<file path="src/rtl/i2cwin_pkg.sv">
package i2cwin_pkg;

    typedef enum logic [2:0] {
        EV_START_WR = 3'd0,
        EV_START_RD = 3'd1,
        EV_WR_BYTE  = 3'd2,
        EV_RD_BYTE  = 3'd3,
        EV_STOP     = 3'd4
    } evt_e;

    typedef enum logic [3:0] {
        RK_MISS, RK_DEVADDR, RK_LOCSEL, RK_CSUM, RK_ICAP,
        RK_FIFO, RK_STS, RK_INTEN, RK_PLAIN
    } rkind_e;

    typedef enum logic [1:0] {OP_NONE, OP_SEND, OP_RECV} op_e;
    typedef enum logic [0:0] {ST_IDLE, ST_BUS} st_e;
    typedef enum logic [1:0] {PD_NONE, PD_FIFO_WR, PD_FIFO_RD, PD_FIRST_RD} pend_e;

    // compact bus indices
    localparam logic [7:0] IX_LOCSEL  = 8'h00;
    localparam logic [7:0] IX_ACCESS  = 8'h04;
    localparam logic [7:0] IX_INTEN   = 8'h08;
    localparam logic [7:0] IX_ICAP    = 8'h14;
    localparam logic [7:0] IX_STS     = 8'h18;
    localparam logic [7:0] IX_FIFO    = 8'h24;
    localparam logic [7:0] IX_IFCAP   = 8'h30;
    localparam logic [7:0] IX_DEVADDR = 8'h38;
    localparam logic [7:0] IX_CSUM    = 8'h40;
    localparam logic [7:0] IX_IDENT   = 8'h48;
    localparam logic [7:0] IX_REV     = 8'h4C;

    // offsets inside one locality window
    localparam int WIN_W = 12;
    localparam logic [WIN_W-1:0] BA_ACCESS = 12'h000;
    localparam logic [WIN_W-1:0] BA_INTEN  = 12'h008;
    localparam logic [WIN_W-1:0] BA_STS    = 12'h018;
    localparam logic [WIN_W-1:0] BA_FIFO   = 12'h024;
    localparam logic [WIN_W-1:0] BA_IFCAP  = 12'h014;
    localparam logic [WIN_W-1:0] BA_IDENT  = 12'hF00;
    localparam logic [WIN_W-1:0] BA_REV    = 12'hF04;

    localparam logic [31:0] INTEN_MASK = 32'h0000_0087;
    localparam logic [31:0] STS_WMASK  = 32'h0300_C06E;
    localparam logic [31:0] STS_RMASK  = 32'h03FF_FFFF;

endpackage

</file>
<file path="src/rtl/i2cwin_decode.sv">
module i2cwin_decode
    import i2cwin_pkg::*;
#(
    parameter int ADDR_W    = 16,
    parameter int LOC_SHIFT = 12,
    parameter int LOC_W     = 3
) (
    input  logic [7:0]        idx,
    input  logic [LOC_W-1:0]  loc,
    output rkind_e            kind,
    output logic [ADDR_W-1:0] addr,
    output logic [1:0]        ofs
);

    logic [WIN_W-1:0] base;

    always_comb begin
        kind = RK_MISS;
        base = '0;
        ofs  = '0;
        case (idx)
            IX_LOCSEL:  kind = RK_LOCSEL;
            IX_CSUM:    kind = RK_CSUM;
            IX_ICAP:    kind = RK_ICAP;
            IX_DEVADDR: kind = RK_DEVADDR;
            IX_ACCESS:  begin kind = RK_PLAIN; base = BA_ACCESS; end
            IX_INTEN:   begin kind = RK_INTEN; base = BA_INTEN;  end
            IX_FIFO:    begin kind = RK_FIFO;  base = BA_FIFO;   end
            IX_IFCAP:   begin kind = RK_PLAIN; base = BA_IFCAP;  end
            IX_IDENT:   begin kind = RK_PLAIN; base = BA_IDENT;  end
            IX_REV:     begin kind = RK_PLAIN; base = BA_REV;    end
            IX_STS, IX_STS + 8'd1, IX_STS + 8'd2, IX_STS + 8'd3: begin
                kind = RK_STS;
                base = BA_STS;
                ofs  = 2'(idx - IX_STS);
            end
            default: kind = RK_MISS;
        endcase
        addr = ADDR_W'(base) + (ADDR_W'(loc) << LOC_SHIFT);
    end

endmodule

</file>
<file path="src/rtl/i2cwin_shape.sv">
module i2cwin_shape
    import i2cwin_pkg::*;
(
    input  rkind_e      kind,
    input  logic [1:0]  ofs,
    input  logic [31:0] wword,
    input  logic [31:0] rword,
    output logic [31:0] wout,
    output logic [31:0] rout,
    output logic        wbyte
);

    logic [4:0] sh;
    assign sh = {ofs, 3'b000};

    always_comb begin
        wout  = wword;
        rout  = rword;
        wbyte = 1'b0;
        case (kind)
            RK_INTEN: wout = wword & INTEN_MASK;
            RK_STS: begin
                wout  = wword & (STS_WMASK >> sh);
                wbyte = (ofs != 2'd0);
                rout  = (rword & STS_RMASK) >> sh;
            end
            default: ;
        endcase
    end

endmodule

</file>
<file path="src/rtl/i2cwin_bridge.sv">
module i2cwin_bridge
    import i2cwin_pkg::*;
#(
    parameter int ADDR_W    = 16,
    parameter int LOC_SHIFT = 12,
    parameter int LOC_COUNT = 5
) (
    input  logic              clk,
    input  logic              rst_n,
    input  logic              evt_valid,
    output logic              evt_ready,
    input  logic [2:0]        evt_type,
    input  logic [7:0]        evt_data,
    output logic              rsp_valid,
    output logic              rsp_nak,
    output logic [7:0]        rsp_data,
    output logic              be_valid,
    input  logic              be_ready,
    output logic              be_write,
    output logic              be_byte,
    output logic [ADDR_W-1:0] be_addr,
    output logic [31:0]       be_wdata,
    input  logic [31:0]       be_rdata
);

    localparam int LOC_W   = (LOC_COUNT > 1) ? $clog2(LOC_COUNT) : 1;
    localparam int BUF_MAX = 5;   // index plus four data bytes

    typedef struct packed {
        st_e               st;
        pend_e             pend;
        op_e               op;
        logic [2:0]        cnt;
        rkind_e            kind;
        logic [ADDR_W-1:0] addr;
        logic [1:0]        ofs;
        logic [31:0]       dbuf;
        logic [LOC_W-1:0]  loc;
        logic              csum;
        logic              be_wr;
        logic              be_byte;
        logic [ADDR_W-1:0] be_addr;
        logic [31:0]       be_wdata;
        logic              rsp_v;
        logic              rsp_nak;
        logic [7:0]        rsp_d;
    } bstate_t;

    bstate_t s_q, s_d;

    rkind_e            dec_kind;
    logic [ADDR_W-1:0] dec_addr;
    logic [1:0]        dec_ofs;
    logic [31:0]       sh_wout, sh_rout;
    logic              sh_wbyte;

    i2cwin_decode #(
        .ADDR_W(ADDR_W), .LOC_SHIFT(LOC_SHIFT), .LOC_W(LOC_W)
    ) u_dec (
        .idx(evt_data), .loc(s_q.loc),
        .kind(dec_kind), .addr(dec_addr), .ofs(dec_ofs)
    );

    i2cwin_shape u_shape (
        .kind(s_q.kind), .ofs(s_q.ofs),
        .wword(s_q.dbuf), .rword(be_rdata),
        .wout(sh_wout), .rout(sh_rout), .wbyte(sh_wbyte)
    );

    function automatic logic [7:0] byte_of(input logic [31:0] w, input logic [1:0] k);
        return w[{k, 3'b000} +: 8];
    endfunction

    function automatic bstate_t clear_txn(input bstate_t s);
        bstate_t r;
        r      = s;
        r.op   = OP_NONE;
        r.cnt  = '0;
        r.kind = RK_MISS;
        r.addr = '0;
        r.ofs  = '0;
        r.dbuf = '0;
        return r;
    endfunction

    function automatic bstate_t issue(input bstate_t s, input logic wr, input logic by,
                                      input logic [ADDR_W-1:0] a, input logic [31:0] wd,
                                      input pend_e p);
        bstate_t r;
        r          = s;
        r.st       = ST_BUS;
        r.be_wr    = wr;
        r.be_byte  = by;
        r.be_addr  = a;
        r.be_wdata = wd;
        r.pend     = p;
        return r;
    endfunction

    always_comb begin
        s_d         = s_q;
        s_d.rsp_v   = 1'b0;
        s_d.rsp_nak = 1'b0;
        case (s_q.st)
            ST_IDLE: begin
                if (evt_valid) begin
                    case (evt_type)
                        EV_START_WR: s_d = clear_txn(s_d);
                        EV_START_RD: ;
                        EV_WR_BYTE: begin
                            s_d.rsp_v = 1'b1;
                            if (s_q.cnt == 3'd0) begin
                                if (dec_kind == RK_MISS || dec_kind == RK_DEVADDR) begin
                                    s_d.rsp_nak = 1'b1;
                                end else begin
                                    s_d.kind = dec_kind;
                                    s_d.addr = dec_addr;
                                    s_d.ofs  = dec_ofs;
                                    s_d.cnt  = 3'd1;
                                    s_d.op   = OP_SEND;
                                end
                            end else if (s_q.kind == RK_FIFO) begin
                                s_d.op    = OP_SEND;
                                s_d.rsp_v = 1'b0;
                                s_d = issue(s_d, 1'b1, 1'b1, s_q.addr, {24'd0, evt_data}, PD_FIFO_WR);
                            end else if (s_q.cnt < 3'(BUF_MAX)) begin
                                s_d.dbuf[{2'(s_q.cnt - 3'd1), 3'b000} +: 8] = evt_data;
                                s_d.cnt = s_q.cnt + 3'd1;
                                s_d.op  = OP_SEND;
                            end else begin
                                s_d.rsp_nak = 1'b1;
                            end
                        end
                        EV_RD_BYTE: begin
                            s_d.rsp_v = 1'b1;
                            s_d.rsp_d = 8'h00;
                            if (s_q.op == OP_RECV) begin
                                if (s_q.kind == RK_FIFO) begin
                                    s_d.rsp_v = 1'b0;
                                    s_d = issue(s_d, 1'b0, 1'b1, s_q.addr, '0, PD_FIFO_RD);
                                end else if (s_q.cnt >= 3'd2 && s_q.cnt < 3'(BUF_MAX)) begin
                                    s_d.rsp_d = byte_of(s_q.dbuf, 2'(s_q.cnt - 3'd1));
                                    s_d.cnt   = s_q.cnt + 3'd1;
                                end
                            end else if (s_q.op == OP_SEND && s_q.cnt == 3'd1) begin
                                s_d.op = OP_RECV;
                                case (s_q.kind)
                                    RK_LOCSEL: s_d.dbuf = 32'(s_q.loc);
                                    RK_CSUM:   s_d.dbuf = {31'd0, s_q.csum};
                                    RK_ICAP:   s_d.dbuf = INTEN_MASK;
                                    default:   ;
                                endcase
                                if (s_q.kind == RK_FIFO) begin
                                    s_d.rsp_v = 1'b0;
                                    s_d = issue(s_d, 1'b0, 1'b1, s_q.addr, '0, PD_FIFO_RD);
                                end else if (s_q.kind == RK_LOCSEL || s_q.kind == RK_CSUM ||
                                             s_q.kind == RK_ICAP) begin
                                    s_d.rsp_d = s_d.dbuf[7:0];
                                    s_d.cnt   = 3'd2;
                                end else begin
                                    s_d.rsp_v = 1'b0;
                                    s_d = issue(s_d, 1'b0, 1'b0, s_q.addr, '0, PD_FIRST_RD);
                                end
                            end else begin
                                s_d.op = OP_RECV;
                            end
                        end
                        EV_STOP: begin
                            if (s_q.op == OP_SEND && s_q.cnt > 3'd1) begin
                                case (s_q.kind)
                                    RK_LOCSEL: begin
                                        if (s_q.dbuf[7:0] < 8'(LOC_COUNT))
                                            s_d.loc = LOC_W'(s_q.dbuf[7:0]);
                                    end
                                    RK_CSUM: s_d.csum = s_q.dbuf[0];
                                    RK_PLAIN, RK_INTEN, RK_STS:
                                        s_d = issue(s_d, 1'b1, sh_wbyte,
                                                    s_q.addr + ADDR_W'(s_q.ofs), sh_wout, PD_NONE);
                                    default: ;
                                endcase
                                s_d = clear_txn(s_d);
                            end else if (s_q.op != OP_SEND) begin
                                s_d = clear_txn(s_d);
                            end
                        end
                        default: ;
                    endcase
                end
            end
            ST_BUS: begin
                if (be_ready) begin
                    s_d.st   = ST_IDLE;
                    s_d.pend = PD_NONE;
                    case (s_q.pend)
                        PD_FIFO_WR: s_d.rsp_v = 1'b1;
                        PD_FIFO_RD: begin
                            s_d.rsp_v = 1'b1;
                            s_d.rsp_d = be_rdata[7:0];
                        end
                        PD_FIRST_RD: begin
                            s_d.rsp_v = 1'b1;
                            s_d.dbuf  = sh_rout;
                            s_d.rsp_d = sh_rout[7:0];
                            s_d.cnt   = 3'd2;
                        end
                        default: ;
                    endcase
                end
            end
            default: s_d.st = ST_IDLE;
        endcase
    end

    always_ff @(posedge clk or negedge rst_n) begin
        if (!rst_n) s_q <= '0;
        else        s_q <= s_d;
    end

    assign evt_ready = (s_q.st == ST_IDLE);
    assign rsp_valid = s_q.rsp_v;
    assign rsp_nak   = s_q.rsp_nak;
    assign rsp_data  = s_q.rsp_d;
    assign be_valid  = (s_q.st == ST_BUS);
    assign be_write  = s_q.be_wr;
    assign be_byte   = s_q.be_byte;
    assign be_addr   = s_q.be_addr;
    assign be_wdata  = s_q.be_wdata;

endmodule

</file>
<file path="config.mk">
export PLATFORM = sky130hd
export DESIGN_NAME = i2cwin_bridge
export DESIGN_NICKNAME = d
export VERILOG_FILES = /design/src/rtl/i2cwin_pkg.sv /design/src/rtl/i2cwin_decode.sv /design/src/rtl/i2cwin_shape.sv /design/src/rtl/i2cwin_bridge.sv
export SDC_FILE = /design/constraint.sdc
export NUM_CORES = 1
export LEC_CHECK = 0
export BUFFER_PORTS_ARGS = -buffer_cell sky130_fd_sc_hd__buf_2
export CELL_PAD_IN_SITES_DETAIL_PLACEMENT = 0
export CELL_PAD_IN_SITES_GLOBAL_PLACEMENT = 2
export CORE_ASPECT_RATIO = 1.5
export CORE_MARGIN = 2
export CORE_UTILIZATION = 37
export DETAILED_ROUTE_END_ITERATION = 10
export PLACE_DENSITY = 0.91
export SLEW_MARGIN = 20
export SYNTH_ARGS = -nofsm -noshare
export SYNTH_HDL_FRONTEND = slang
export SYNTH_SLANG_ARGS = --single-unit
</file>
<file path="constraint.sdc">
create_clock -name clk -period 5.1 [get_ports clk]
set_input_delay 1.53 -clock clk [delete_from_list [all_inputs] [get_ports clk]]
set_output_delay 1.53 -clock clk [all_outputs]
set_load 0.02 [all_outputs]
</file>
==> summary.md, run 1 <==
| Metric | Value |
|---|---|
| Fin. Hold Viols | 0 |
| N_diodes | 0 |
| Cell Chain, Critical Path | clkinv_1 > buf_2 |
| Final Wtd Congestion | between 0.9 and 1 |
| Clock Path Buffers | 2 |
| TritonCTS clock tree | yes |
| Slowest CP cell | dfrtp_1 |
| Maximum capacitance violations | 0 |
| R2r endpoint | be_addr[9] |
| Post-Synth Adder-Cell Area | 0.0165 |
| Post-CTS Repair Setup Buffers | 0 |
| Count leader, synth | nand2_1 |
| Die H | around 180 µm |
| Fill count | 2064 |
| Clock latency on the worst-skew pair | 0.43 ns |
| Post-CTS sizing | 0 |
| Vias in the first global route | 6656 |
| Worst r2r path cells | 8 |
| Main combinational cell family by area after synthesis | compound AO/OA/AOI/OAI gates |
| Maximum fanout along the worst path | 24 |
| FP Rows | 64 |
| Die area | 21700 µm² |
| Maximum vdd drop | 206 µV |
| DR vias | 6876 |
| Gr ovfl total | 0 |
| Final setup violation count | 0 |
| Initial antenna violation count | 0 |
| Clk pin slew, worst setup/hold paths | roughly 0.06 ns |
| Xor and xnor area share after synthesis | 0.00116 |
| Sink Count | 118 |
| Synth unique cells | 82 |
| Worst Hold End | be_addr[13] |
| Reg-to-Reg Start | s_q[119] |
| Router iterations before antenna repair | 6 |
| DRC Markers | 0 |
| Crit end category | output pin |
| Crit path DAT | ~2.4 ns |
| ANT nets after route | 0 |
| Mapped Nets | roughly 940 |
| Area grow syn2layout | 12.1% |
| Fmax | 0.252 GHz |
| Fin crit share | 0.778 |
| Cell Area, Placed | 7870 µm² |
| Hold Path Class | reg2reg |
| Largest net degree at the start of global routing | 119 |
| Status | completed |
| Final Skew | 0.0133 ns |
| Sequential cell area | 2950 µm² |
| Post-synthesis simple-gate area fraction | 0.204 |
| TritonCTS Buffers | 17 |
| DP HPWL | 18700 µm |
| Yosys warning count | 0 |
| PwrDens | ~300 nW/µm² |
| Starting Density | 0.374 |
| Multi-input logic area | 3860 µm² |
| Fin Hold WS | 0.469 ns |
| Multiplexer share of the synthesized area | 0.0419 |
| Slew Limit Fails | 0 |
| Total Neg Setup Slack | 0 ns |
| Register bit total from synthesis | 118 |
| Worst Hold Launch | be_addr[13] |
| Tmin final | 3.97 ns |
| Crit Path Class | reg2out |
| Hold buffer count at cts | 0 |
| Post-Layout Inst Area | 8490 µm² |
| Die W | 121 µm |
| Overall Power | between 2000 and 3000 µW |
| Worst-margin pin slew | roughly 1.2 ns |
| Synth Area in Compound Gates | 0.243 |
| Mapped Area | 7580 µm² |
| Top cell type by total area after synthesis | dfrtp_1 |
| Critical path required time | 3.57 ns |
| Synth top area cells | dfrtp_1 (39%), nand2_1 (7.0%), o21ai_0 (6.3%), buf_4 (6.0%), a21oi_1 (4.4%) |
| Post-synth EDFFs | 0 |
| Layout cells sized above 1 | 0.196 |
| Commonest cells post-synth | nand2_1 (141), dfrtp_1 (118), o21ai_0 (95) |
| FF-to-FF setup slack | 1.48 ns |
| Critical path startpoint | be_valid |
| Total core area | 20300 µm² |
| Vias per cell | 5.79 |
| Synth Flop Type | dfrtp_1 |
| Post-layout net count | between 900 and 1000 |
| Register area share after synthesis | 0.390 |
| Leakage | 0.00368 µW |
| Cells after synthesis | 884 |
| Synth async-reset ratio | 1.00 |
| Post-Place Cells | 1156 |
| Worst Hold Depth | 2 |
| First-pass GRT wire length | around 40000 µm |
| Root buffer cell | clkbuf_16 |
| I/O Pins | 109 |
| Fin cells | between 1000 and 1500 |
| Routed WL | roughly 26000 µm |
| DR WL/cell | 21.7 µm |
| Slowest stage delay, CP | a little under 1 ns |
| Share of Yosys cell area claimed by the top area cell type | 0.390 |
| Syn avg cell area | around 8.6 µm² |
| H-tree levels | 4 |
| All-Layer GR Usage | 0.240 |
| RSZ-0062 raised after global routing | no |
| Slew Limit Headroom | 0.232 |
| Drt first-iter violations | 503 |
| PortBufs | 108 |
| Startpoint Class | flop |
==> critical path: cells and delay by family, from the launching register on <==
family / cells / cell delay [ns]
flip-flops: 1 / 0.99
buffers and inverters: 2 / 1.02
==> through the flow <==
stage,utilization,worst slack (ns)
2_1_floorplan,-,1.88
3_3_place_gp,0.388,1.30
3_5_place_dp,0.388,1.29
4_1_cts,0.419,1.23
5_1_grt,0.419,1.13
6_report,0.419,1.13
==> sequential cells by signal, summed over array words and instances, names as in the netlist <==
| name | count |
|---|---|
| s_q | 57 |
| be_wdata | 32 |
| be_addr | 16 |
| rsp_data | 8 |
| be_byte | 1 |
| be_valid | 1 |
| be_write | 1 |
| rsp_nak | 1 |
| rsp_valid | 1 |
==> layer usage <==
layer	share of wire	vias up	track usage	wire, µm
li1	-	3182	-	-
met5	0	-	0	0
met2	0.51	302	0.422	13100
met1	0.38	3303	0.273	9810
met4	0.061	0	0.146	1560
met3	0.051	89	0.0347	1310
==> placed cells by master, fill, tap and decap left out, types with 13 or more instances in the layout <==
cell type,Yosys,routed
nand2_1,141,141
nand3_1,16,16
inv_1,19,19
buf_2,21,107
a22oi_1,19,19
clkbuf_16,0,17
nor2b_1,31,31
o21ai_0,95,95
dfrtp_1,118,118
a21oi_1,67,67
o31ai_1,13,13
nor2_1,52,52
==> cell families after synthesis <==
kind of cell,Yosys count
compound gates,289
xor+xnor,1
fa+ha+maj,10
buf+inv,133
flops,118
mux,20
simple gates,313
==> worst max path at each step <==
stage                    to  slack (ns)  cells past startpoint
2_1_floorplan      s_q[122]        1.88                      6
3_3_place_gp   be_wdata[17]        1.30                      7
3_5_place_dp    be_wdata[9]        1.29                      7
4_1_cts           evt_ready        1.23                      2
5_1_grt           evt_ready        1.13                      2
6_report          evt_ready        1.13                      2
==> layout make-up <==
type	instances	area share
Clock inverter	10	0.0211
Sequential cell	118	0.348
Tap cell	264	0.0389
Timing Repair Buffer	119	0.0766
Clock buffer	21	0.0519
Inverter	22	0.00972
Multi-Input combinational cell	633	0.454
==> power by group <==
group,switching [µW],internal (µW)
clock,460,861
sequential,18.1,952
combinational,202,92.4
total,680,1900
Note: power is estimated with default switching activity, not from simulation.
==> run 2: changes to the inputs <==
ABC_AREA = 1   (was not set)
CORE_UTILIZATION = 32   (was 37)
PLACE_DENSITY = 0.87   (was 0.91)
clock period = 4.14 ns   (was 5.1 ns; I/O delays follow)
==> run 2 against run 1 <==
Total power increased by 37%. Count of clock-buffer cells in the layout decreased by 3. Critical path depth increased by 10. Critical path type is now reg2reg. Largest cell class unchanged.
==> summary.md, run 2 <==
| Metric | Value |
|---|---|
| Clock latency on the worst-skew pair | 0.43 ns (about the same) |
| Most common cell after layout, fill and taps aside | nand2_1 |
| FF-to-FF setup slack | 1.16 ns (-0.32 ns) |
| Share of Yosys cell area claimed by the top area cell type | 0.350 (-0.0394) |
| Starting Density | 0.326 (-0.0480) |
| NetSw | 1220 µW (+79%) |
| Maximum capacitance violations | 0 (unchanged) |
| PwrDens | 376 nW/µm² (+24%) |
| Vias in the first global route | 8417 (+26%) |
| Register area share after synthesis | 0.350 (-0.0394) |
| Worst-margin pin slew | 0.867 ns (-0.284 ns) |
| Hold buffer count at cts | 0 (unchanged) |
| Slew Limit Fails | 0 (unchanged) |
| Register bit total from synthesis | 118 (unchanged) |
| Combinational share of power | 0.213 (+0.099) |
| Crit end category | flop |
| Crit path DAT | 3.34 ns (+0.90 ns) |
| Cell family with most CP delay | simple AND/OR/NAND/NOR gates |
| Initial antenna violation count | 0 (unchanged) |
| Sink Count | 118 (unchanged) |
| Startpoint Class | flop |
| Max reg flops | 57 (unchanged) |
| Most frequent cells in the layout | nand2_1 (541), dfrtp_1 (118), nand3_1 (115), nor2_1 (114), buf_2 (107) |
| Clock Path Buffers | 2 (unchanged) |
| Worst slack, placed | 0.825 ns (-0.460 ns) |
| Die area | 27700 µm² (+28%) |
| Top reg by flops | s_q |
| Reg-to-Reg Start | s_q[118] |
| Status | completed |
| Drt first-iter violations | 614 (+22%) |
| Worst setup margin | 1.16 ns (+0.0257 ns) |
| Slowest CP cell | ha_1 |
| Post-CTS Repair Setup Buffers | 0 (unchanged) |
| Post-Place Cells | 1666 (+44%) |
| Final Wtd Congestion | 0.958 (+2.0%) |
| Switching Share | 0.343 (+0.0801) |
| Final Skew | 0.0192 ns (+0.00595 ns) |
| Synth async-reset ratio | 1.00 (unchanged) |
| Vias per cell | 5.05 (-13%) |
| Post-layout net count | 1409 (+46%) |
| Met1 usage | 0.286 (+0.0128) |
| DP HPWL | 22800 µm (+22%) |
| Overall Power | 3540 µW (+37%) |
| I/O Pins | 109 (unchanged) |
| Routed WL | 29900 µm (+16%) |
| Worst Hold End | be_addr[7] |
| P_int | 2330 µW (+22%) |
| Clk pwr share | 0.416 (-0.095) |
| Router iterations before antenna repair | 5 (-1) |
| Tmin final | between 2 and 3 ns |
| Fin crit share | 0.721 |
| First-pass GRT wire length | 47600 µm (+22%) |
| DR WL/cell | 17.6 µm (-19%) |
| N_diodes | 0 (unchanged) |
| Die H | 203 µm (+13%) |
| RSZ-0062 raised after global routing | no |
| Yosys warning count | 0 (unchanged) |
| Mapped Area | 8430 µm² (+11%) |
| R2r endpoint | rsp_data[2] |
| TritonCTS Buffers | 17 (unchanged) |
| Largest net degree at the start of global routing | 65 (-45%) |
| DRC Markers | 0 (unchanged) |
| Synth top area cells | dfrtp_1 (35%), nand2_1 (24%), nand3_1 (6.8%), buf_4 (5.3%), nor2_1 (5.1%) |
| Mapped Nets | 1377 (+46%) |
| Commonest cells post-synth | nand2_1 (541), dfrtp_1 (118), nand3_1 (115) |
| Synth Flop Type | dfrtp_1 |
| Clk pin slew, worst setup/hold paths | 0.06 ns (about the same) |
| Die W | 137 µm (+13%) |
| Worst Hold Launch | be_addr[7] |
| Top cell type by total area after synthesis | dfrtp_1 |
| CP dominant cell by count | nand2_1 |
| Buf+Inv Stages, Crit Path | 2 (unchanged) |
| DR vias | 8570 (+25%) |
| Final setup violation count | 0 (unchanged) |
| Synth unique cells | 36 (-56%) |
| Post-synth EDFFs | 0 (unchanged) |
| Hold Path Class | reg2reg |
| Grt met3 use | 0.0295 (-0.00521) |
| Maximum fanout along the worst path | 13 (-46%) |
| Layout cells sized above 1 | 0.144 (-0.0518) |
| Crit Path Class | reg2reg |
| TritonCTS clock tree | yes |
| Slowest stage delay, CP | 0.54 ns (-0.45 ns) |
| Fmax | 0.335 GHz |
| Fin. Hold Viols | 0 (unchanged) |
| Post-CTS sizing | 0 (unchanged) |
| All-Layer GR Usage | 0.224 (-0.0162) |
| Met2 GRT Util | 0.384 (-0.0377) |
| ANT nets after route | 0 (unchanged) |
| PortBufs | 108 (unchanged) |
| Fin cells | 1698 (+43%) |
| Worst Hold Depth | 2 (unchanged) |
| Gr ovfl total | 0 (unchanged) |
| Slew Limit Headroom | 0.422 (+0.190) |
| Area grow syn2layout | 11.7% |
| Worst r2r path cells | 12 (+4) |
| Total core area | 25900 µm² (+28%) |
| Sequential Power Share | 0.371 (-0.004) |
| Gr busiest metal | met2 |
| H-tree levels | 4 (unchanged) |
| Critical path depth | 12 (+10) |
| Root buffer cell | clkbuf_16 |
| Count leader, synth | nand2_1 |
| Maximum vdd drop | 286 µV (+38%) |
| Cells after synthesis | 1320 (+49%) |
| Cell Chain, Critical Path | inv_1 > ha_1 > inv_1 > nand2_1 > nand2_1 > nor2_1 > nand3_1 > nand2_1 > nand2_1 > nand2_1 > nand2_1 > nand2_1 |
| Leakage | 0.00516 µW (+40%) |
| Total Neg Setup Slack | 0 ns (unchanged) |
| Syn avg cell area | 6.39 µm² (-26%) |
| Critical path required time | 4.50 ns (+0.93 ns) |
| FP Rows | 72 (+13%) |
## run 2: worst max path at each step
stage                 from     endpoint
2_1_floorplan  evt_type[2]  be_addr[10]
3_3_place_gp   evt_type[1]      s_q[97]
3_5_place_dp   evt_type[1]     s_q[102]
4_1_cts           s_q[118]  rsp_data[2]
5_1_grt           s_q[118]  rsp_data[2]
6_report          s_q[118]  rsp_data[2]
## run 2: final cells by class
cell class	instances	area [µm²]
Clock buffer	18	429
Fill cell	2884	16400
Inverter	98	369
Sequential cell	118	2950
Multi-Input combinational cell	993	4410
Timing Repair Buffer	124	688
Tap cell	333	417
Clock inverter	14	150
## run 2: logic make-up after synthesis
logic type	count (synthesis)	synth area share
xor gates and xnor gates	1	0.00104
AOI/OAI and AO/OA	146	0.0947
DFF	118	0.350
buffers and inverters	209	0.126
and+or+nand+nor	836	0.413
adders and majority gates	10	0.0148
## run 2: power by group through the flow
stage / logic, µW / registers [µW] / clock network [µW]
final: 754 / 1310 / 1470
after global routing: 840 / 1320 / 1560
after detailed placement: 755 / 1330 / 0
after global placement: 754 / 1330 / 0
after floorplan: 516 / 1300 / 0
after CTS: 759 / 1310 / 1510
## run 2: per-layer routing
metal	part of all wire	vias up
met2	0.50	241
met3	0.040	47
met1	0.44	4046
met5	0	-
met4	0.029	0
li1	-	4236
## run 2: stage by stage
step | cell area [µm²] | util | hold WS (ns)
after floorplan | 8430 | - | 0.437
after global placement | 8840 | 0.342 | 0.443
after detailed placement | 8840 | 0.342 | 0.452
after CTS | 9420 | 0.364 | 0.466
after global routing | 9420 | 0.364 | 0.493
final | 9420 | 0.364 | 0.463
## run 2: worst min-delay path, cell delays in order, from the launching register on
cell and delay [ns]:
dfrtp_1 0.34, nand2_1 0.05, inv_1 0.04
==> run 3: changes to the inputs <==
ABC_AREA = 0   (was 1)
PLACE_DENSITY = 0.84   (was 0.87)
clock period = 2.5 ns   (was 4.14 ns; I/O delays follow)
==> run 3 against run 2 <==
Setup slack got worse by 1.0 ns. Core utilization grew 3.1 points. Die area is 9.9% lower. Total power rose by 45%. Wire length fell by 7.3%. Flip-flop and latch count unchanged. Largest cell class unchanged. Largest power group unchanged.
==> summary.md, run 3 (synthesis results as in run 1) <==
| Metric | Value |
|---|---|
| Layout cells sized above 1 | 0.268 (+0.123) |
| DRC Markers | 0 (unchanged) |
| Area grow syn2layout | 22.4% |
| FP Rows | 69 (-4.2%) |
| Post-Layout Inst Area | 9280 µm² (-1.5%) |
| Fin. Hold Viols | 0 (unchanged) |
| First-pass GRT wire length | 41900 µm (-12%) |
| DR vias | 7045 (-18%) |
| Cell Area, Placed | 8700 µm² (-1.6%) |
| Status | completed |
| Met2 GRT Util | 0.410 (+0.0255) |
| Sink Count | 118 (unchanged) |
| Maximum vdd drop | 446 µV (+56%) |
| Crit path DAT | 1.64 ns (-1.70 ns) |
| Post-CTS Repair Setup Buffers | 0 (unchanged) |
| Root buffer cell | clkbuf_16 |
| Tmin final | about 2.4 ns |
| Final Skew | 0.00600 ns (-0.0132 ns) |
| Maximum capacitance violations | 0 (unchanged) |
| Crit end category | output pin |
| Crit Path Class | reg2out |
| Post-CTS sizing | 0 (unchanged) |
| N_diodes | 0 (unchanged) |
| Gr busiest metal | met2 |
| Critical path startpoint | be_valid |
| Starting Density | 0.323 (-0.00334) |
| Grt met3 use | 0.0347 (+0.00519) |
| Largest net degree at the start of global routing | 52 (-20%) |
| Die area | 25000 µm² (-9.9%) |
| ANT nets after route | 0 (unchanged) |
| RSZ-0062 raised after global routing | no |
| Worst-margin pin slew | 0.711 ns (-0.156 ns) |
| Vias in the first global route | 7129 (-15%) |
| Reg-to-Reg Start | s_q[118] |
| Total core area | 23500 µm² (-9.2%) |
| Maximum fanout along the worst path | 11 (-2) |
| Worst r2r path cells | 7 (-5) |
| R2r endpoint | s_q[61] |
| Hold Path Class | in2async |
| TritonCTS Buffers | 17 (unchanged) |
| Router iterations before antenna repair | 8 (+3) |
| TritonCTS clock tree | yes |
| Fin crit share | 0.957 |
| Leakage | 0.00414 µW (-20%) |
| Slew Limit Headroom | 0.524 (+0.102) |
| Top reg by flops | s_q |
| Final setup violation count | 0 (unchanged) |
| H-tree levels | 4 (unchanged) |
| Gr ovfl total | 0 (unchanged) |
| Routed WL | 27700 µm (-7.3%) |
| Most frequent cells in the layout | nand2_1 (141), dfrtp_1 (118), buf_2 (107), o21ai_0 (95), buf_4 (94) |
| DP HPWL | 21900 µm (-4.0%) |
| Drt first-iter violations | 409 (-33%) |
| Fill count | 2480 (-14%) |
| Max reg flops | 57 (unchanged) |
| Clk pin slew, worst setup/hold paths | 0.06 ns (about the same) |
| Vias per cell | 5.29 (+4.8%) |
| Clock latency on the worst-skew pair | 0.43 ns (about the same) |
| Util after Layout | 0.395 (+0.0307) |
| Fin Hold WS | 0.215 ns (-0.247 ns) |
| All-Layer GR Usage | 0.227 (+0.00305) |
| Met1 usage | 0.242 (-0.0432) |
| Die W | 130 µm (-5.0%) |
| Hold buffer count at cts | 0 (unchanged) |
| DR WL/cell | 20.8 µm (+18%) |
| Startpoint Class | flop |
| PwrDens | 552 nW/µm² (+47%) |
| Slew Limit Fails | 0 (unchanged) |
| Worst setup margin | 0.108 ns (-1.05 ns) |
| Die H | 192 µm (-5.1%) |
| FF-to-FF setup slack | 0.15 ns (-1.01 ns) |
| Clock Path Buffers | 2 (unchanged) |
| Most common cell after layout, fill and taps aside | nand2_1 |
| Critical path required time | 1.75 ns (-2.75 ns) |
| Post-layout net count | 1059 (-25%) |
| Worst slack, placed | -0.147 ns (-0.972 ns) |
| Fmax | 0.418 GHz |
| PortBufs | 108 (unchanged) |
| I/O Pins | 109 (unchanged) |
| Initial antenna violation count | 0 (unchanged) |
| Final Wtd Congestion | 0.911 (-4.9%) |
==> run 3: changes by cell type in the layout (fill, tap and decap cells not counted), sizes merged, moves of 13 or more <==
cell and delta:
a21oi +32, inv -79, nand4 -30, nor2b +31, buf +86, nor2 -71
o31ai +13, nand2 -405, nand3 -104, o21ai +17, a22oi +18
==> run 3: layer usage <==
layer	wire [µm]	vias to the layer above
met3	1040	82
met1	10400	3388
li1	-	3354
met2	14600	221
met4	1670	0
met5	0	-
==> run 3: final cells by class <==
type	instances	area (µm²)	area share
Multi-Input combinational cell	633	3850	0.415
Sequential cell	118	2950	0.318
Timing Repair Buffer	210	1420	0.153
Clock buffer	22	474	0.0511
Tap cell	319	399	0.0430
Clock inverter	8	98.8	0.0107
Inverter	22	82.6	0.00890
==> run 3: per-stage QoR <==
| step | power, µW | TNS (ns) | cells |
|---|---|---|---|
| 6_report | 5120 | 0 | 1332 |
| 5_1_grt | 5290 | 0 | 1332 |
| 4_1_cts | 5160 | 0 | 1332 |
| 3_5_place_dp | 2730 | -0.656 | 1302 |
| 3_3_place_gp | 2740 | -0.549 | 1302 |
| 2_1_floorplan | 2360 | 0 | 884 |
==> run 3: how the worst max path moves through the flow <==
stage,end,cells after the start,slack [ns]
floorplan,s_q[122],6,0.06
global placement,s_q[118],7,-0.14
detailed placement,s_q[118],8,-0.15
CTS,evt_ready,3,0.1
global route,s_q[76],11,0.02
finish,evt_ready,3,0.11
==> run 3: critical path, cell delays in order (launching register included) <==
cell	delay, ns
dfrtp_1	0.34
buf_4	0.20
clkinv_1	0.37
buf_2	0.30
==> run 3: report_power, final <==
part / total [µW] / leakage, µW / switching [µW] / internal [µW]
Clock: 2410 / 0.000278 / 880 / 1530
Sequential: 1970 / 0.00163 / 28.7 / 1940
Combinational: 743 / 0.00223 / 448 / 295
